[src/rtl/i2c_row_pkg.sv]
package i2c_row_pkg;
  localparam logic [3:0] DEV_ID = 4'b1010;

  typedef enum logic [3:0] {
    S_IDLE,
    S_ADDR,
    S_ADDR_ACK,
    S_PTR,
    S_PTR_ACK,
    S_WDATA,
    S_WDATA_ACK,
    S_TX,
    S_TX_ACK,
    S_IGNORE
  } tgt_state_t;
endpackage

[src/rtl/i2c_line_filter.sv]
module i2c_line_filter #(
  parameter int LINES       = 2,
  parameter int SYNC_STAGES = 2,
  parameter int FILT_LEN    = 3
) (
  input  logic             clk,
  input  logic             rst,
  input  logic [LINES-1:0] raw_i,
  output logic [LINES-1:0] clean_o
);
  for (genvar g = 0; g < LINES; g++) begin : g_line
    logic [SYNC_STAGES-1:0] sync_q;
    logic [FILT_LEN-1:0]    hist_q;
    logic                   clean_q;

    always_ff @(posedge clk) begin
      if (rst) begin
        sync_q  <= '1;
        hist_q  <= '1;
        clean_q <= 1'b1;
      end else begin
        sync_q <= {sync_q[SYNC_STAGES-2:0], raw_i[g]};
        hist_q <= {hist_q[FILT_LEN-2:0], sync_q[SYNC_STAGES-1]};
        if (&hist_q)       clean_q <= 1'b1;
        else if (~|hist_q) clean_q <= 1'b0;
      end
    end

    assign clean_o[g] = clean_q;
  end
endmodule

[src/rtl/i2c_bus_events.sv]
module i2c_bus_events (
  input  logic clk,
  input  logic rst,
  input  logic scl_i,
  input  logic sda_i,
  output logic scl_rise_o,
  output logic scl_fall_o,
  output logic start_o,
  output logic stop_o,
  output logic sda_o
);
  logic scl_q, sda_q;

  always_ff @(posedge clk) begin
    if (rst) begin
      scl_q      <= 1'b1;
      sda_q      <= 1'b1;
      scl_rise_o <= 1'b0;
      scl_fall_o <= 1'b0;
      start_o    <= 1'b0;
      stop_o     <= 1'b0;
      sda_o      <= 1'b1;
    end else begin
      scl_q      <= scl_i;
      sda_q      <= sda_i;
      scl_rise_o <= scl_i & ~scl_q;
      scl_fall_o <= ~scl_i & scl_q;
      start_o    <= scl_i & scl_q & ~sda_i & sda_q;
      stop_o     <= scl_i & scl_q & sda_i & ~sda_q;
      sda_o      <= sda_i;
    end
  end

  AST_START_STOP_EXCL: assert property (@(posedge clk) disable iff (rst)
    !(start_o && stop_o));
endmodule

[src/rtl/i2c_commit_timer.sv]
module i2c_commit_timer #(
  parameter int COMMIT_CYCLES = 1200
) (
  input  logic clk,
  input  logic rst,
  input  logic commit_i,
  output logic busy_o
);
  localparam int CW = $clog2(COMMIT_CYCLES + 1);
  localparam logic [CW-1:0] LOAD = CW'(COMMIT_CYCLES);

  logic [CW-1:0] cnt_q;

  always_ff @(posedge clk) begin
    if (rst)                 cnt_q <= '0;
    else if (commit_i)       cnt_q <= LOAD;
    else if (cnt_q != '0)    cnt_q <= cnt_q - 1'b1;
  end

  assign busy_o = (cnt_q != '0);

  AST_BUSY_FROM_COMMIT: assert property (@(posedge clk) disable iff (rst)
    $rose(busy_o) |-> $past(commit_i));
endmodule

[src/rtl/i2c_target_engine.sv]
module i2c_target_engine
  import i2c_row_pkg::*;
(
  input  logic       clk,
  input  logic       rst,
  input  logic [2:0] strap_i,
  input  logic       scl_rise_i,
  input  logic       scl_fall_i,
  input  logic       start_i,
  input  logic       stop_i,
  input  logic       sda_i,
  input  logic       busy_i,
  input  logic [7:0] rb_rd_data_i,
  output logic       sda_oe_o,
  output logic [7:0] rb_addr_o,
  output logic       rb_wr_en_o,
  output logic [7:0] rb_wr_data_o,
  output logic       commit_o
);
  tgt_state_t state_q;
  logic [3:0] cnt_q;
  logic [7:0] shreg_q;
  logic [7:0] txsh_q;
  logic [7:0] ptr_q;
  logic       is_read_q;
  logic       dirty_q;

  always_ff @(posedge clk) begin
    if (rst) begin
      state_q      <= S_IDLE;
      cnt_q        <= '0;
      shreg_q      <= '0;
      txsh_q       <= '0;
      ptr_q        <= '0;
      is_read_q    <= 1'b0;
      dirty_q      <= 1'b0;
      sda_oe_o     <= 1'b0;
      rb_addr_o    <= '0;
      rb_wr_en_o   <= 1'b0;
      rb_wr_data_o <= '0;
      commit_o     <= 1'b0;
    end else begin
      rb_wr_en_o <= 1'b0;
      commit_o   <= 1'b0;
      rb_addr_o  <= ptr_q;
      if (stop_i) begin
        state_q  <= S_IDLE;
        sda_oe_o <= 1'b0;
        commit_o <= dirty_q;
        dirty_q  <= 1'b0;
      end else if (start_i) begin
        state_q  <= S_ADDR;
        cnt_q    <= '0;
        sda_oe_o <= 1'b0;
      end else begin
        case (state_q)
          S_ADDR, S_PTR, S_WDATA: begin
            if (scl_rise_i && cnt_q != 4'd8) begin
              shreg_q <= {shreg_q[6:0], sda_i};
              cnt_q   <= cnt_q + 4'd1;
            end else if (scl_fall_i && cnt_q == 4'd8) begin
              cnt_q <= '0;
              if (state_q == S_ADDR) begin
                if (shreg_q[7:1] == {DEV_ID, strap_i} && !busy_i) begin
                  sda_oe_o  <= 1'b1;
                  is_read_q <= shreg_q[0];
                  state_q   <= S_ADDR_ACK;
                end else begin
                  state_q <= S_IGNORE;
                end
              end else if (state_q == S_PTR) begin
                ptr_q    <= shreg_q;
                sda_oe_o <= 1'b1;
                state_q  <= S_PTR_ACK;
              end else begin
                rb_wr_en_o   <= 1'b1;
                rb_wr_data_o <= shreg_q;
                ptr_q        <= {ptr_q[7:3], ptr_q[2:0] + 3'd1};
                dirty_q      <= 1'b1;
                sda_oe_o     <= 1'b1;
                state_q      <= S_WDATA_ACK;
              end
            end
          end
          S_ADDR_ACK: begin
            if (scl_fall_i) begin
              if (is_read_q) begin
                sda_oe_o <= ~rb_rd_data_i[7];
                txsh_q   <= {rb_rd_data_i[6:0], 1'b0};
                state_q  <= S_TX;
              end else begin
                sda_oe_o <= 1'b0;
                state_q  <= S_PTR;
              end
            end
          end
          S_PTR_ACK, S_WDATA_ACK: begin
            if (scl_fall_i) begin
              sda_oe_o <= 1'b0;
              state_q  <= S_WDATA;
            end
          end
          S_TX: begin
            if (scl_rise_i) begin
              cnt_q <= cnt_q + 4'd1;
            end else if (scl_fall_i) begin
              if (cnt_q == 4'd8) begin
                sda_oe_o <= 1'b0;
                ptr_q    <= ptr_q + 8'd1;
                cnt_q    <= '0;
                state_q  <= S_TX_ACK;
              end else begin
                sda_oe_o <= ~txsh_q[7];
                txsh_q   <= {txsh_q[6:0], 1'b0};
              end
            end
          end
          S_TX_ACK: begin
            if (scl_rise_i && sda_i) begin
              state_q <= S_IGNORE;
            end else if (scl_fall_i) begin
              sda_oe_o <= ~rb_rd_data_i[7];
              txsh_q   <= {rb_rd_data_i[6:0], 1'b0};
              state_q  <= S_TX;
            end
          end
          default: ;
        endcase
      end
    end
  end

  AST_ROW_STAYS: assert property (@(posedge clk) disable iff (rst)
    rb_wr_en_o |-> (ptr_q[7:3] == rb_addr_o[7:3] && ptr_q[2:0] == rb_addr_o[2:0] + 3'd1));
  AST_WRITE_ONLY_FROM_DATA: assert property (@(posedge clk) disable iff (rst)
    rb_wr_en_o |-> $past(state_q == S_WDATA));
  AST_NACK_WHEN_BUSY: assert property (@(posedge clk) disable iff (rst)
    (state_q == S_ADDR_ACK) |-> !busy_i);
  AST_COMMIT_AT_STOP: assert property (@(posedge clk) disable iff (rst)
    commit_o |-> $past(stop_i));
  AST_IGNORE_RELEASED: assert property (@(posedge clk) disable iff (rst)
    (state_q == S_IGNORE) |-> !sda_oe_o);
endmodule

[src/rtl/i2c_row_target.sv]
module i2c_row_target #(
  parameter int COMMIT_CYCLES = 1200,
  parameter int SYNC_STAGES   = 2,
  parameter int FILT_LEN      = 3
) (
  input  logic       clk,
  input  logic       rst,
  input  logic [2:0] strap_i,
  input  logic       scl_i,
  input  logic       sda_i,
  output logic       sda_oe_o,
  output logic [7:0] rb_addr_o,
  output logic       rb_wr_en_o,
  output logic [7:0] rb_wr_data_o,
  input  logic [7:0] rb_rd_data_i
);
  logic [1:0] clean;
  logic scl_rise, scl_fall, start, stop, sda_lvl, busy, commit;

  i2c_line_filter #(
    .LINES(2), .SYNC_STAGES(SYNC_STAGES), .FILT_LEN(FILT_LEN)
  ) u_filter (
    .clk(clk), .rst(rst), .raw_i({sda_i, scl_i}), .clean_o(clean)
  );

  i2c_bus_events u_events (
    .clk(clk), .rst(rst), .scl_i(clean[0]), .sda_i(clean[1]),
    .scl_rise_o(scl_rise), .scl_fall_o(scl_fall),
    .start_o(start), .stop_o(stop), .sda_o(sda_lvl)
  );

  i2c_commit_timer #(.COMMIT_CYCLES(COMMIT_CYCLES)) u_timer (
    .clk(clk), .rst(rst), .commit_i(commit), .busy_o(busy)
  );

  i2c_target_engine u_engine (
    .clk(clk), .rst(rst), .strap_i(strap_i),
    .scl_rise_i(scl_rise), .scl_fall_i(scl_fall),
    .start_i(start), .stop_i(stop), .sda_i(sda_lvl), .busy_i(busy),
    .rb_rd_data_i(rb_rd_data_i), .sda_oe_o(sda_oe_o),
    .rb_addr_o(rb_addr_o), .rb_wr_en_o(rb_wr_en_o),
    .rb_wr_data_o(rb_wr_data_o), .commit_o(commit)
  );

  AST_WR_ONE_CYCLE: assert property (@(posedge clk) disable iff (rst)
    rb_wr_en_o |=> !rb_wr_en_o);
endmodule

[config.mk]
export PLATFORM = sky130hd
export DESIGN_NAME = i2c_row_target
export DESIGN_NICKNAME = d
export VERILOG_FILES = /design/src/rtl/i2c_row_pkg.sv /design/src/rtl/i2c_line_filter.sv /design/src/rtl/i2c_bus_events.sv /design/src/rtl/i2c_commit_timer.sv /design/src/rtl/i2c_target_engine.sv /design/src/rtl/i2c_row_target.sv
export SDC_FILE = /design/constraint.sdc
export NUM_CORES = 1
export LEC_CHECK = 0
export BUFFER_PORTS_ARGS = -buffer_cell sky130_fd_sc_hd__buf_2
export CAP_MARGIN = 20
export CORE_MARGIN = 2
export CORE_UTILIZATION = 60
export DETAILED_ROUTE_END_ITERATION = 10
export PLACE_DENSITY = 0.78
export SLEW_MARGIN = 15
export SYNTH_ARGS = -nofsm -noshare
export SYNTH_HDL_FRONTEND = slang
export SYNTH_HIERARCHICAL = 1
export SYNTH_SLANG_ARGS = --single-unit
[constraint.sdc]
create_clock -name clk -period 4.7 [get_ports clk]
set_input_delay 0.47 -clock clk [delete_from_list [all_inputs] [get_ports clk]]
set_output_delay 0.47 -clock clk [all_outputs]
set_load 0.01 [all_outputs]
Yosys cells after proc, flatten, opt, wreduce, memory -nomap -nowiden --
Cells that the tools add are included. Widths: inputs -> output; s select.
Storage, ports and cells: register bits 82, input port bits 15, output and inout bits 18, logic and storage cells 179
Cells by class: add/subtract/negate cells 4, equality and inequality tests 37, multiplexer cells 54, bitwise operators 20, reduce and logical (&&, ||, !) cells 36
Operators by type and width (count):
- $mux 8 | 14
- $mux 4 | 17
- $reduce_and 10->1 | 3
- $reduce_and 9->1 | 3
- $pmux 8 s3 | 1
- $mux 11 | 2
- $pmux 4 s5 | 1
- $ne 2x2->1 const B | 9
- $ne 3x3->1 const B | 6
- $eq 4x3->1 const B | 4
- $pmux 8 s2 | 1
- $mux 1 | 14
- $reduce_and 7->1 | 2
- $not 1->1 | 13
- $reduce_or 2->1 | 6
- $reduce_or 3->1 | 4
- $reduce_bool 11->1 | 1
- $sub 11x1->11 const B | 1
- $ne 3x2->1 const B | 3
- $add 8x1->8 const B | 1
- $eq 4x2->1 const B | 2
- $eq 4x4->1 const B | 2
- $ne 2x1->1 const B | 4
- $ne 4x3->1 const B | 2
- 22 further kinds | 35

Depth between registers and ports, before layout --
Gate-level depths: netlist (run 1).
word-level depth 9, mapped depth 8, depth with buffers taken out 8

By module --
Netlist (run 1), hierarchy kept.
By module, submodules not included:
- i2c_target_engine | instances 1, cells each 302, area each 2655.0 um^2, sequential area each 1041.0 um^2
- i2c_commit_timer | instances 1, cells each 61, area each 544.3 um^2, sequential area each 220.2 um^2
- i2c_line_filter | instances 1, cells each 33, area each 366.6 um^2, sequential area each 240.2 um^2
- i2c_bus_events | instances 1, cells each 14, area each 197.7 um^2, sequential area each 120.1 um^2

Worst setup path before layout (run 1) --
No wires, ideal clock.
kind register to register, start point register u_timer.cnt_q[8], end point register u_engine.state_q[1], library setup time 0.074 ns, arrival time 1.959 ns, data required time 4.626 ns, path slack 2.667 ns, stages on the path, launching flop included 7, buffers on the path 0, clock period less this slack 2.033 ns, cell sequence dfxtp_1 > nor3_1 > nand4_1 > nor4_1 > nand2_1 > a311o_1 > o21ai_0
Between the ends: cells in the longest elaborated chain, start to end 8
RTL lines:
- start, declared | RTL line i2c_commit_timer.sv:12 | logic [CW-1:0] cnt_q;
- start signal, assigned | RTL line i2c_commit_timer.sv:17 | else if (cnt_q != '0) cnt_q <= cnt_q - 1'b1;
- $reduce_bool 11->1 | RTL line i2c_commit_timer.sv:20 | assign busy_o = (cnt_q != '0);
- via busy | RTL line i2c_row_target.sv:18 | logic scl_rise, scl_fall, start, stop, sda_lvl, busy, commit;
- $logic_not 1->1 | RTL line i2c_target_engine.sv:64 | if (shreg_q[7:1] == {DEV_ID, strap_i} && !busy_i) begin
- $logic_and 1x1->1 | RTL line i2c_target_engine.sv:64
- $mux 4 | RTL line i2c_target_engine.sv:64
- $mux 4 | RTL line i2c_target_engine.sv:63 | if (state_q == S_ADDR) begin
- $mux 4 | RTL line i2c_target_engine.sv:61 | end else if (scl_fall_i && cnt_q == 4'd8) begin
- $mux 4 | RTL line i2c_target_engine.sv:58 | if (scl_rise_i && cnt_q != 4'd8) begin
- $pmux 4 s5 | RTL line i2c_target_engine.sv:56 | case (state_q)
- end signal, assigned | RTL line i2c_target_engine.sv:67 | state_q <= S_ADDR_ACK;
- end signal, assigned | RTL line i2c_target_engine.sv:69 | state_q <= S_IGNORE;
- end signal, assigned | RTL line i2c_target_engine.sv:74 | state_q <= S_PTR_ACK;
- end, declared | RTL line i2c_target_engine.sv:20 | tgt_state_t state_q;
The timed path passes the listed nets, and every way through them passes these cells. The select of a mux whose other input is x is not followed. A chain may end at the register's enable or synchronous reset.

Worst setup path in the final report (run 1) --
start point register u_engine.state_q[2], end point register u_engine.txsh_q[7]
Between the ends: cells in the longest elaborated chain, start to end 3, elaborated cells on any way between the ends 13, classes of those cells eq/ne (10); mux (1); reduce/logical (2)
RTL lines:
- start signal, assigned | RTL line i2c_target_engine.sv:30 | state_q <= S_IDLE;
- start signal, assigned | RTL line i2c_target_engine.sv:47 | state_q <= S_IDLE;
- start signal, assigned | RTL line i2c_target_engine.sv:52 | state_q <= S_ADDR;
- $eq 4x4->1 (tied with other cells) | RTL line i2c_target_engine.sv:56
- $ne 2x2->1 (no source line) (tied with other cells)
- $reduce_and 10->1 (no source line)
- end signal, assigned | RTL line i2c_target_engine.sv:89 | txsh_q <= {rb_rd_data_i[6:0], 1'b0};
- end signal, assigned | RTL line i2c_target_engine.sv:114 | txsh_q <= {txsh_q[6:0], 1'b0};
- end signal, assigned | RTL line i2c_target_engine.sv:123 | txsh_q <= {rb_rd_data_i[6:0], 1'b0};
- end, declared | RTL line i2c_target_engine.sv:23 | logic [7:0] txsh_q;
Several ways; a longest one is shown, not always the timed one.

==> reports/results.tsv, run 1 <==
stage	metric	value	unit
cts	CTS resizes	0	
cts	hold buffer count at CTS	0	
worst_setup_path	CP startpoint kind	register	
layout	most frequent cells in the layout	dfxtp_1, nor2_1, buf_2	
logic_synthesis	Post-synth EDFFs	0	
cts	Clock Tree Buf Depth	2	
worst_setup_path	Critical Path AT	2790	ps
worst_setup_path	Setup Crit Path Kind	register to register	
placed_design	placed insts	496	
global_route	number of global-route vias before repair	2718	
layout	post-route non-filler standard cell count	512	
cts	Setup Buffers After CTS	0	
logic_synthesis	simple-gate share of the synthesized area	25.96	%
worst_setup_path	cells along the critical path	nand4b_1 > o32ai_1 > and4_1 > nor2_1 > a311oi_1	
cts	TritonCTS Buffers	9	
placed_design	area post-placement	3906	µm²
power_and_ir_drop	leakage power figure	1.587	nW
cts	Root Buffer	clkbuf_8	
detailed_routing	Vias/cell	6.010	
logic_synthesis	FFs w/ async S/R, synth	0	%
floorplanning	Die Wd	83.20	µm
worst_setup_path	Buf/Inv on CP	0	
global_route	global route overflow	0	
sta	Hold Fails Final Rpt	0	
detailed_routing	total iterations of the first detailed-routing run	5	
sta	Max Slew Vio Count	0	
layout	final net count	452	
cts	CTS H-tree lvls	3	
logic_synthesis	syn nets	430	
logic_synthesis	Mapped Avg Cell Area	9.180	µm²
floorplanning	die area	6922	µm²
detailed_routing	Iter 0 DRT Violations	366	
logic_synthesis	Compound-Gate Fraction of Synth Area	15.09	%
logic_synthesis	post-synthesis xor/xnor area fraction	3.258	%
layout	layout cells sized above 1	15.79	%
logic_synthesis	mux contribution to synthesized area	6.383	%
logic_synthesis	Post-Synth Adder-Cell Area	1.662	%
cts	CTS tree	built	
global_route	Total GRT Usage	22.57	%
cts	clock sinks	81	
sta	Max Clk Rate	0.3961	GHz
logic_synthesis	top post-synthesis cells by area	dfxtp_1, mux2i_1, nor2_1, a21oi_1, nand2_1	
sta	unrepaired setup endpoints after global routing	no	
layout	Synth-to-Final Area Change	9.309	%
layout	final cell area excluding filler cells	4114	µm²
sta	slew of the pin with the lowest slew margin	735.6	ps
sta	Max-slew headroom	50.89	%
layout	commonest non-fill, non-tap cell in the layout	dfxtp_1	
sta	Final min period	2525	ps
power_and_ir_drop	PD cells	368.5	nW/µm²
sta	fin crit share	53.72	%
global_route	pin count of the biggest net entering global routing	38	
logic_synthesis	largest family of logic cells by synthesized area	simple AND/OR/NAND/NOR gates	
logic_synthesis	Syn Inst Count	410	
detailed_routing	antenna-violating nets left	0	
worst_setup_path	family with the most delay on the worst path	simple AND/OR/NAND/NOR gates	
detailed_routing	# DRC	0	
floorplanning	Core Footprint	5991	µm²
placed_design	worst slack, placed	2257	ps
layout	n_diodes	0	
global_route	first-pass GRT wire length	12890	µm
logic_synthesis	Distinct cells, synth	66	
logic_synthesis	sequential-to-total area share from yosys stat	43.09	%
cts	Clk Latency, worst-skew pair	360	ps
detailed_routing	wire per inst	15.11	µm
placed_design	GPL Wtd Cong	0.8873	
logic_synthesis	share of the synthesized area in the top cell type	43.09	%
status	outcome	finished clean	
sta	Setup Skew	6.485	ps
worst_setup_path	worst-path maximum fanout	21	
floorplanning	Initial Util	62.82	%
worst_setup_path	CP max stage delay	800	ps
floorplanning	site row count	28	
worst_setup_path	required time worst endpoint	4970	ps
placed_design	DPL Wire Length	5234	µm
placed_design	I/O Buffers	32	
hold_path	Hold Path Class	input pin to register	
logic_synthesis	Synth Register Bits	81	
logic_synthesis	Main synth FF type	dfxtp_1	
logic_synthesis	Synth area leader	dfxtp_1	
floorplanning	num ports	33	
power_and_ir_drop	Max IR drop VDD	0.0002036	V
cts	clock slew at reported path FFs	90	ps
flow_run	MaxCap Viol Count	0	
sta	Sum Neg Setup Slack	0	ps
sta	final-report setup violation count	0	
global_route	initial antenna violation count	0	
detailed_routing	final wirelength	7735	µm
detailed_routing	Vias	3077	
logic_synthesis	Mapped Area	3764	µm²
floorplanning	Die Ht	83.20	µm
worst_setup_path	CP max stage cell	dfxtp_1	
worst_setup_path	Worst setup EP type	register	
logic_synthesis	yosys warns	6	
sta	setup slack after layout	2175	ps
layout	Fillers	455	
==> synthesized netlist by cell type, types with 3 or more instances <==
library cell / n
a21oi_1: 19
xnor2_1: 7
and3_1: 3
nand2b_1: 6
or3_1: 8
nor2_1: 52
nor2b_1: 12
nand2_1: 24
a22oi_1: 3
nand3_1: 9
o31ai_1: 5
nor4_1: 3
or2_1: 9
inv_1: 13
buf_2: 5
mux2i_1: 24
a31oi_1: 3
dfxtp_1: 81
xor2_1: 7
o21ai_0: 12
a311oi_1: 6
o211ai_1: 5
buf_6: 3
nand4_1: 3
or2_2: 4
clkbuf_1: 6
ha_1: 5
nor3_1: 9
buf_1: 6
a211oi_1: 9
==> registers in the layout, summed over array words and instances, names as in the netlist <==
name and count:
u_events/scl_q 1, u_engine/state_q 4, u_engine/txsh_q 7, u_events/stop_o 1, u_events/scl_fall_o 1, u_engine/commit_o 1, u_engine/ptr_q 8, u_engine/rb_wr_en_o 1
u_events/sda_q 1, u_filter/g_line.hist_q 6, u_engine/is_read_q 1, u_engine/sda_oe_o 1, u_engine/dirty_q 1, u_engine/shreg_q 8, u_engine/cnt_q 4, u_timer/cnt_q 11
u_engine/rb_addr_o 8, u_events/start_o 1, u_events/scl_rise_o 1, u_filter/g_line.sync_q 4, u_filter/g_line.clean_q 2, u_engine/rb_wr_data_o 8
==> cell type report <==
cell class | instances | area, µm² | area share (%)
Sequential cell | 81 | 1622 | 39.42
Inverter | 14 | 52.55 | 1.277
Tap cell | 75 | 93.84 | 2.281
Clock buffer | 9 | 123.9 | 3.011
Clock inverter | 7 | 83.83 | 2.038
Multi-Input combinational cell | 293 | 1971 | 47.90
Timing Repair Buffer | 33 | 167.7 | 4.075
==> layer usage <==
layer  part of all wire (%)  global-route usage (%)  wire length, µm
met1                     46                   29.92             3557
met2                     46                   35.78             3585
met3                    6.2                   6.262              478
met5                      0                       0                0
met4                    1.5                   7.154              114
==> cells by family after synthesis <==
logic type               count (synthesis)
multiplexers                            24
AO/OA/AOI/OAI                           79
buffers and inverters                   36
flip-flops                              81
XOR/XNOR                                14
adder cells (fa/ha/maj)                  5
AND/OR/NAND/NOR                        171
==> final timing paths <==
path | from | end | slack [ps] | depth (start not counted)
hold reg to reg | u_filter/g_line[0].sync_q[1]$_SDFF_PP1_ | u_filter/g_line[0].hist_q[0]$_SDFF_PP1_ | 410 | 1
setup reg to reg | u_engine/state_q[2]$_SDFFE_PP0P_ | u_engine/txsh_q[7]$_SDFFE_PP0P_ | 2180 | 5
setup / recovery | u_engine/state_q[2]$_SDFFE_PP0P_ | u_engine/txsh_q[7]$_SDFFE_PP0P_ | 2180 | 5
hold / removal | scl_i | u_filter/g_line[0].sync_q[0]$_SDFF_PP1_ | 280 | 2
==> metrics by stage <==
step	utilization, %	power, mW	hold slack [ps]
finish	68.67	1.516	283.6
global route	68.67	1.587	265.8
CTS	68.67	1.528	261.1
floorplan	-	0.9476	383.2
global placement	65.20	0.9879	386.8
detailed placement	65.20	1.001	390.6
==> report_power, final <==
part / internal, mW / total (mW) / switching [mW]
Sequential: 0.719 / 0.750 / 0.0307
Clock: 0.255 / 0.529 / 0.273
Combinational: 0.111 / 0.238 / 0.127
No activity file was read; power rests on OpenSTA's default activity.
==> run 2, diff against run 1 <==
--- a/config.mk
+++ b/config.mk
@@ -8,9 +8,9 @@
 export BUFFER_PORTS_ARGS = -buffer_cell sky130_fd_sc_hd__buf_2
 export CAP_MARGIN = 20
 export CORE_MARGIN = 2
-export CORE_UTILIZATION = 60
+export CORE_UTILIZATION = 53
 export DETAILED_ROUTE_END_ITERATION = 10
-export PLACE_DENSITY = 0.78
+export PLACE_DENSITY = 0.73
 export SLEW_MARGIN = 15
 export SYNTH_ARGS = -nofsm -noshare
 export SYNTH_HDL_FRONTEND = slang
==> constraint.sdc (replaced) <==
create_clock -name clk -period 2.1 [get_ports clk]
set_input_delay 0.21 -clock clk [delete_from_list [all_inputs] [get_ports clk]]
set_output_delay 0.21 -clock clk [all_outputs]
set_load 0.01 [all_outputs]
==> reports/results.tsv, run 2 (synthesis results as in run 1) <==
stage	metric	value	unit
status	outcome	finished clean	
layout	final core utilization	64.60	%
layout	Synth-to-Final Area Change	17.25	%
power_and_ir_drop	Combinational Power Share	16.6	%
global_route	number of global-route vias before repair	2739	
sta	Hold Fails Final Rpt	0	
floorplanning	site row count	30	
sta	Max Clk Rate	0.4943	GHz
cts	hold buffer count at CTS	0	
floorplanning	Die Wd	88.27	µm
floorplanning	die area	7792	µm²
sta	final-report setup violation count	0	
worst_setup_path	required time worst endpoint	2330	ps
sta	Sum Neg Setup Slack	0	ps
sta	fin crit share	96.34	%
floorplanning	Die Ht	88.27	µm
layout	most frequent cells in the layout	dfxtp_1, nor2_1, buf_2	
cts	CTS tree	built	
layout	final net count	478	
cts	Clock Tree Buf Depth	2	
placed_design	I/O Buffers	32	
detailed_routing	wire per inst	14.31	µm
detailed_routing	Vias	3117	
sta	Setup Skew	9.185	ps
detailed_routing	Vias/cell	5.576	
layout	Biggest register	u_timer/cnt_q	
placed_design	GPL Wtd Cong	0.9422	
power_and_ir_drop	leakage power figure	1.730	nW
detailed_routing	total iterations of the first detailed-routing run	4	
layout	Fillers	556	
power_and_ir_drop	sw frac	25.79	%
worst_setup_path	Worst setup EP type	register	
placed_design	DPL Wire Length	5459	µm
global_route	first-pass GRT wire length	13050	µm
global_route	initial antenna violation count	0	
sta	Final min period	2023	ps
power_and_ir_drop	PD cells	801.4	nW/µm²
detailed_routing	antenna-violating nets left	0	
layout	multi-input combinational cell area	2012	µm²
worst_setup_path	worst-path maximum fanout	8	
global_route	pin count of the biggest net entering global routing	59	
power_and_ir_drop	clock network power share	35.5	%
detailed_routing	# DRC	0	
layout	commonest non-fill, non-tap cell in the layout	dfxtp_1	
power_and_ir_drop	sequential power share	47.9	%
power_and_ir_drop	Pint	2.625	mW
power_and_ir_drop	Max IR drop VDD	0.0006460	V
power_and_ir_drop	Sw Pwr	0.9120	mW
sta	Max Slew Vio Count	0	
layout	post-route non-filler standard cell count	559	
sta	Max-slew headroom	69.13	%
power_and_ir_drop	Final Power	3.536	mW
cts	Root Buffer	clkbuf_8	
global_route	Total GRT Usage	21.43	%
flow_run	MaxCap Viol Count	0	
layout	max reg flops	11	
layout	FF+latch area	1628	µm²
hold_path	Hold Path Class	input pin to register	
layout	n_diodes	0	
sta	slew of the pin with the lowest slew margin	461.3	ps
placed_design	area post-placement	4118	µm²
layout	final cell area excluding filler cells	4413	µm²
floorplanning	num ports	33	
worst_setup_path	Critical Path AT	2260	ps
placed_design	placed insts	540	
floorplanning	Initial Util	55.09	%
worst_setup_path	Setup Crit Path Kind	register to register	
cts	clock sinks	81	
detailed_routing	Iter 0 DRT Violations	183	
cts	TritonCTS Buffers	9	
worst_setup_path	CP startpoint kind	register	
global_route	global route overflow	0	
cts	CTS H-tree lvls	3	
detailed_routing	final wirelength	8001	µm
cts	Clk Latency, worst-skew pair	350	ps
cts	clock slew at reported path FFs	70	ps
layout	layout cells sized above 1	23.11	%
floorplanning	Core Footprint	6832	µm²
-- run 2: layout make-up --
| cell class | instances | share of cell area, % |
|---|---|---|
| clock buffers | 12 | 3.289 |
| clock inverters | 4 | 1.730 |
| inverters | 14 | 1.191 |
| multi-input cells | 293 | 45.59 |
| flip-flops and latches | 81 | 36.89 |
| well taps | 96 | 2.722 |
| repair buffers | 59 | 8.591 |
-- run 2: path summary, 6_finish.rpt --
kind | start | end | slack [ps] | cells after the start
worst min-delay path | scl_i | u_filter/g_line[0].sync_q[0]$_SDFF_PP1_ | 40 | 2
worst max register to register | u_engine/state_q[3]$_SDFFE_PP0P_ | u_engine/shreg_q[5]$_SDFFE_PP0P_ | 80 | 5
worst max-delay path | u_engine/state_q[3]$_SDFFE_PP0P_ | u_engine/shreg_q[5]$_SDFFE_PP0P_ | 80 | 5
worst min register to register | u_filter/g_line[0].sync_q[1]$_SDFF_PP1_ | u_filter/g_line[0].hist_q[0]$_SDFF_PP1_ | 410 | 1
-- run 2: power groups by stage --
stage               clock, mW  sequential, mW  combinational, mW
finish                   1.26            1.69              0.587
global route             1.35            1.71              0.666
CTS                      1.28            1.68              0.545
detailed placement          0            1.71              0.540
global placement            0            1.71              0.524
floorplan                   0            1.70              0.425
-- run 2: per-layer routing --
layer	GRT usage (%)	vias up	part of all wire, %
met1	29.66	1463	48
met4	7.713	0	2.7
met3	5.690	20	4.5
li1	-	1558	-
met2	32.40	76	45
met5	0	-	0
-- run 2: critical path, cell delays in order (launching register included) --
cell and delay (ps):
dfxtp_1 400, or4b_4 570, or4b_4 510, buf_6 170
mux2i_2 210, nor2_1 50
-- run 2: metrics by stage --
step | hold WS (ps) | setup WS (ps)
floorplan | 279.1 | 66.99
global placement | 388.0 | -57.93
detailed placement | 391.2 | -63.73
CTS | 27.79 | 5.520
global route | 23.46 | -0.7951
finish | 36.73 | 76.96
-- run 2: repair_timing --
item | 4_1_cts | 5_1_grt
buffers inserted | 0 | 3
endpoints found under the hold margin | 0 | 0
gates resized for setup | 3 | 16
pin swaps | 1 | 4
setup endpoints to repair | 3 | 15
==> run 3, diff against run 2 <==
--- a/config.mk
+++ b/config.mk
@@ -7,10 +7,11 @@
 export LEC_CHECK = 0
 export BUFFER_PORTS_ARGS = -buffer_cell sky130_fd_sc_hd__buf_2
 export CAP_MARGIN = 20
-export CORE_MARGIN = 2
-export CORE_UTILIZATION = 53
+export CORE_MARGIN = 3
+export CORE_UTILIZATION = 60
 export DETAILED_ROUTE_END_ITERATION = 10
-export PLACE_DENSITY = 0.73
+export PLACE_DENSITY = 0.78
+export REMOVE_ABC_BUFFERS = 1
 export SLEW_MARGIN = 15
 export SYNTH_ARGS = -nofsm -noshare
 export SYNTH_HDL_FRONTEND = slang
==> constraint.sdc (replaced) <==
create_clock -name clk -period 2.4 [get_ports clk]
set_input_delay 0.24 -clock clk [delete_from_list [all_inputs] [get_ports clk]]
set_output_delay 0.24 -clock clk [all_outputs]
set_load 0.01 [all_outputs]
==> reports/results.tsv, run 3 (synthesis results as in run 1) <==
stage	metric	value	unit
worst_setup_path	Worst R2R Path Depth	4	
global_route	global route overflow	0	
worst_setup_path	required time worst endpoint	2630	ps
power_and_ir_drop	Combinational Power Share	16.5	%
floorplanning	Core Footprint	5991	µm²
floorplanning	Initial Util	62.82	%
detailed_routing	Vias	3066	
layout	post-route non-filler standard cell count	526	
worst_setup_path	Buf/Inv on CP	0	
sta	Final min period	2149	ps
sta	final-report setup violation count	0	
floorplanning	Die Ht	85.20	µm
worst_setup_path	Worst setup EP type	register	
layout	final net count	466	
worst_setup_path	CP max stage cell	or4b_1	
floorplanning	site row count	28	
flow_run	MaxCap Viol Count	0	
placed_design	GPL Wtd Cong	0.9634	
detailed_routing	Iter 0 DRT Violations	251	
sta	slew of the pin with the lowest slew margin	575.2	ps
power_and_ir_drop	leakage power figure	1.665	nW
detailed_routing	# DRC	0	
sta	Max-slew headroom	61.65	%
placed_design	area post-placement	4024	µm²
global_route	initial antenna violation count	0	
detailed_routing	final wirelength	7654	µm
cts	Setup Buffers After CTS	0	
worst_setup_path	Setup Crit Path Kind	register to register	
hold_path	Hold Path Stages	2	
placed_design	I/O Buffers	32	
layout	final cell area excluding filler cells	4237	µm²
worst_setup_path	CP max stage delay	730	ps
layout	commonest non-fill, non-tap cell in the layout	dfxtp_1	
sta	unrepaired setup endpoints after global routing	no	
cts	TritonCTS Buffers	9	
detailed_routing	wire per inst	14.55	µm
placed_design	DPL Wire Length	5340	µm
power_and_ir_drop	PD cells	708.4	nW/µm²
power_and_ir_drop	sw frac	27.68	%
layout	layout cells sized above 1	18.40	%
cts	clock sinks	81	
sta	worst hold margin	59.60	ps
hold_path	Hold Path Class	input pin to register	
detailed_routing	Vias/cell	5.829	
global_route	Total GRT Usage	22.32	%
sta	fin crit share	89.54	%
floorplanning	Die Wd	85.20	µm
power_and_ir_drop	clock network power share	34.6	%
worst_setup_path	cells along the critical path	or4b_4 > or4b_1 > mux2i_1 > nor2_1	
layout	final core utilization	70.72	%
cts	Clk Latency, worst-skew pair	350	ps
cts	hold buffer count at CTS	0	
worst_setup_path	family with the most delay on the worst path	simple AND/OR/NAND/NOR gates	
cts	Root Buffer	clkbuf_8	
cts	CTS H-tree lvls	3	
sta	Max Slew Vio Count	0	
floorplanning	num ports	33	
cts	clock slew at reported path FFs	90	ps
detailed_routing	antenna-violating nets left	0	
detailed_routing	total iterations of the first detailed-routing run	5	
cts	CTS tree	built	
cts	CTS resizes	0	
sta	Setup Skew	7.198	ps
worst_setup_path	worst-path maximum fanout	8	
power_and_ir_drop	Max IR drop VDD	0.0005849	V
global_route	pin count of the biggest net entering global routing	47	
floorplanning	die area	7259	µm²
sta	Sum Neg Setup Slack	0	ps
sta	Hold Fails Final Rpt	0	
power_and_ir_drop	Sw Pwr	0.8307	mW
layout	n_diodes	0	
worst_setup_path	CP Depth	4	
power_and_ir_drop	Pint	2.171	mW
layout	most frequent cells in the layout	dfxtp_1, nor2_1, buf_2	
worst_setup_path	CP startpoint kind	register	
status	outcome	finished clean	
global_route	number of global-route vias before repair	2912	
layout	max reg flops	11	
power_and_ir_drop	sequential power share	48.9	%
sta	Max Clk Rate	0.4653	GHz
layout	Synth-to-Final Area Change	12.57	%
layout	Biggest register	u_timer/cnt_q	
global_route	first-pass GRT wire length	13250	µm
cts	Clock Tree Buf Depth	2	
placed_design	placed insts	510	
worst_setup_path	Critical Path AT	2380	ps
## run 3: cell count changes in the layout (fill, tap and decap cells not counted), moves of 2 or more
cell | previous run | this run
dfxtp_2 | 2 | 0
dfxtp_1 | 78 | 81
inv_1 | 11 | 13
inv_2 | 3 | 1
clkbuf_1 | 2 | 0
nor3_1 | 7 | 9
buf_4 | 25 | 14
## run 3: final cells by class
cell class	instances	area, µm²
clock buffers	10	137.6
clock inverters	6	75.07
fillers	476	1754
inverters	14	52.55
multi-input cells	293	1971
flip-flops and latches	81	1622
well taps	75	93.84
repair buffers	47	285.3
## run 3: stage by stage
step,worst slack (ps),total power [mW]
detailed placement,275.1,1.979
global route,113.5,3.159
CTS,253.5,3.022
global placement,318.5,1.959
floorplan,220.8,1.843
finish,250.9,3.001
## run 3: power by group through the flow
stage               Combinational (mW)  Sequential (mW)  Clock [mW]
floorplan                        0.359             1.48           0
global placement                 0.465             1.49           0
detailed placement               0.483             1.50           0
CTS                              0.494             1.47        1.06
global route                     0.563             1.48        1.12
finish                           0.495             1.47        1.04
## run 3: worst paths after layout
check | start | endpoint | slack (ps)
worst min-delay path | sda_i | u_filter/g_line[1].sync_q[0]$_SDFF_PP1_ | 60
worst max register to register | u_engine/state_q[0]$_SDFFE_PP0P_ | u_engine/shreg_q[5]$_SDFFE_PP0P_ | 250
worst min register to register | u_filter/g_line[0].sync_q[0]$_SDFF_PP1_ | u_filter/g_line[0].sync_q[1]$_SDFF_PP1_ | 410
worst max-delay path | u_engine/state_q[0]$_SDFFE_PP0P_ | u_engine/shreg_q[5]$_SDFFE_PP0P_ | 250
## run 3: per-layer routing
layer  part of all wire (%)  track usage [%]  vias up  wire length (µm)
li1                       -                -     1530                 -
met1                     46            29.86     1424              3503
met2                     46            35.59       94              3536
met3                    6.6            6.019       18               506
met4                    1.4            6.331        0               107
met5                      0                0        -                 0
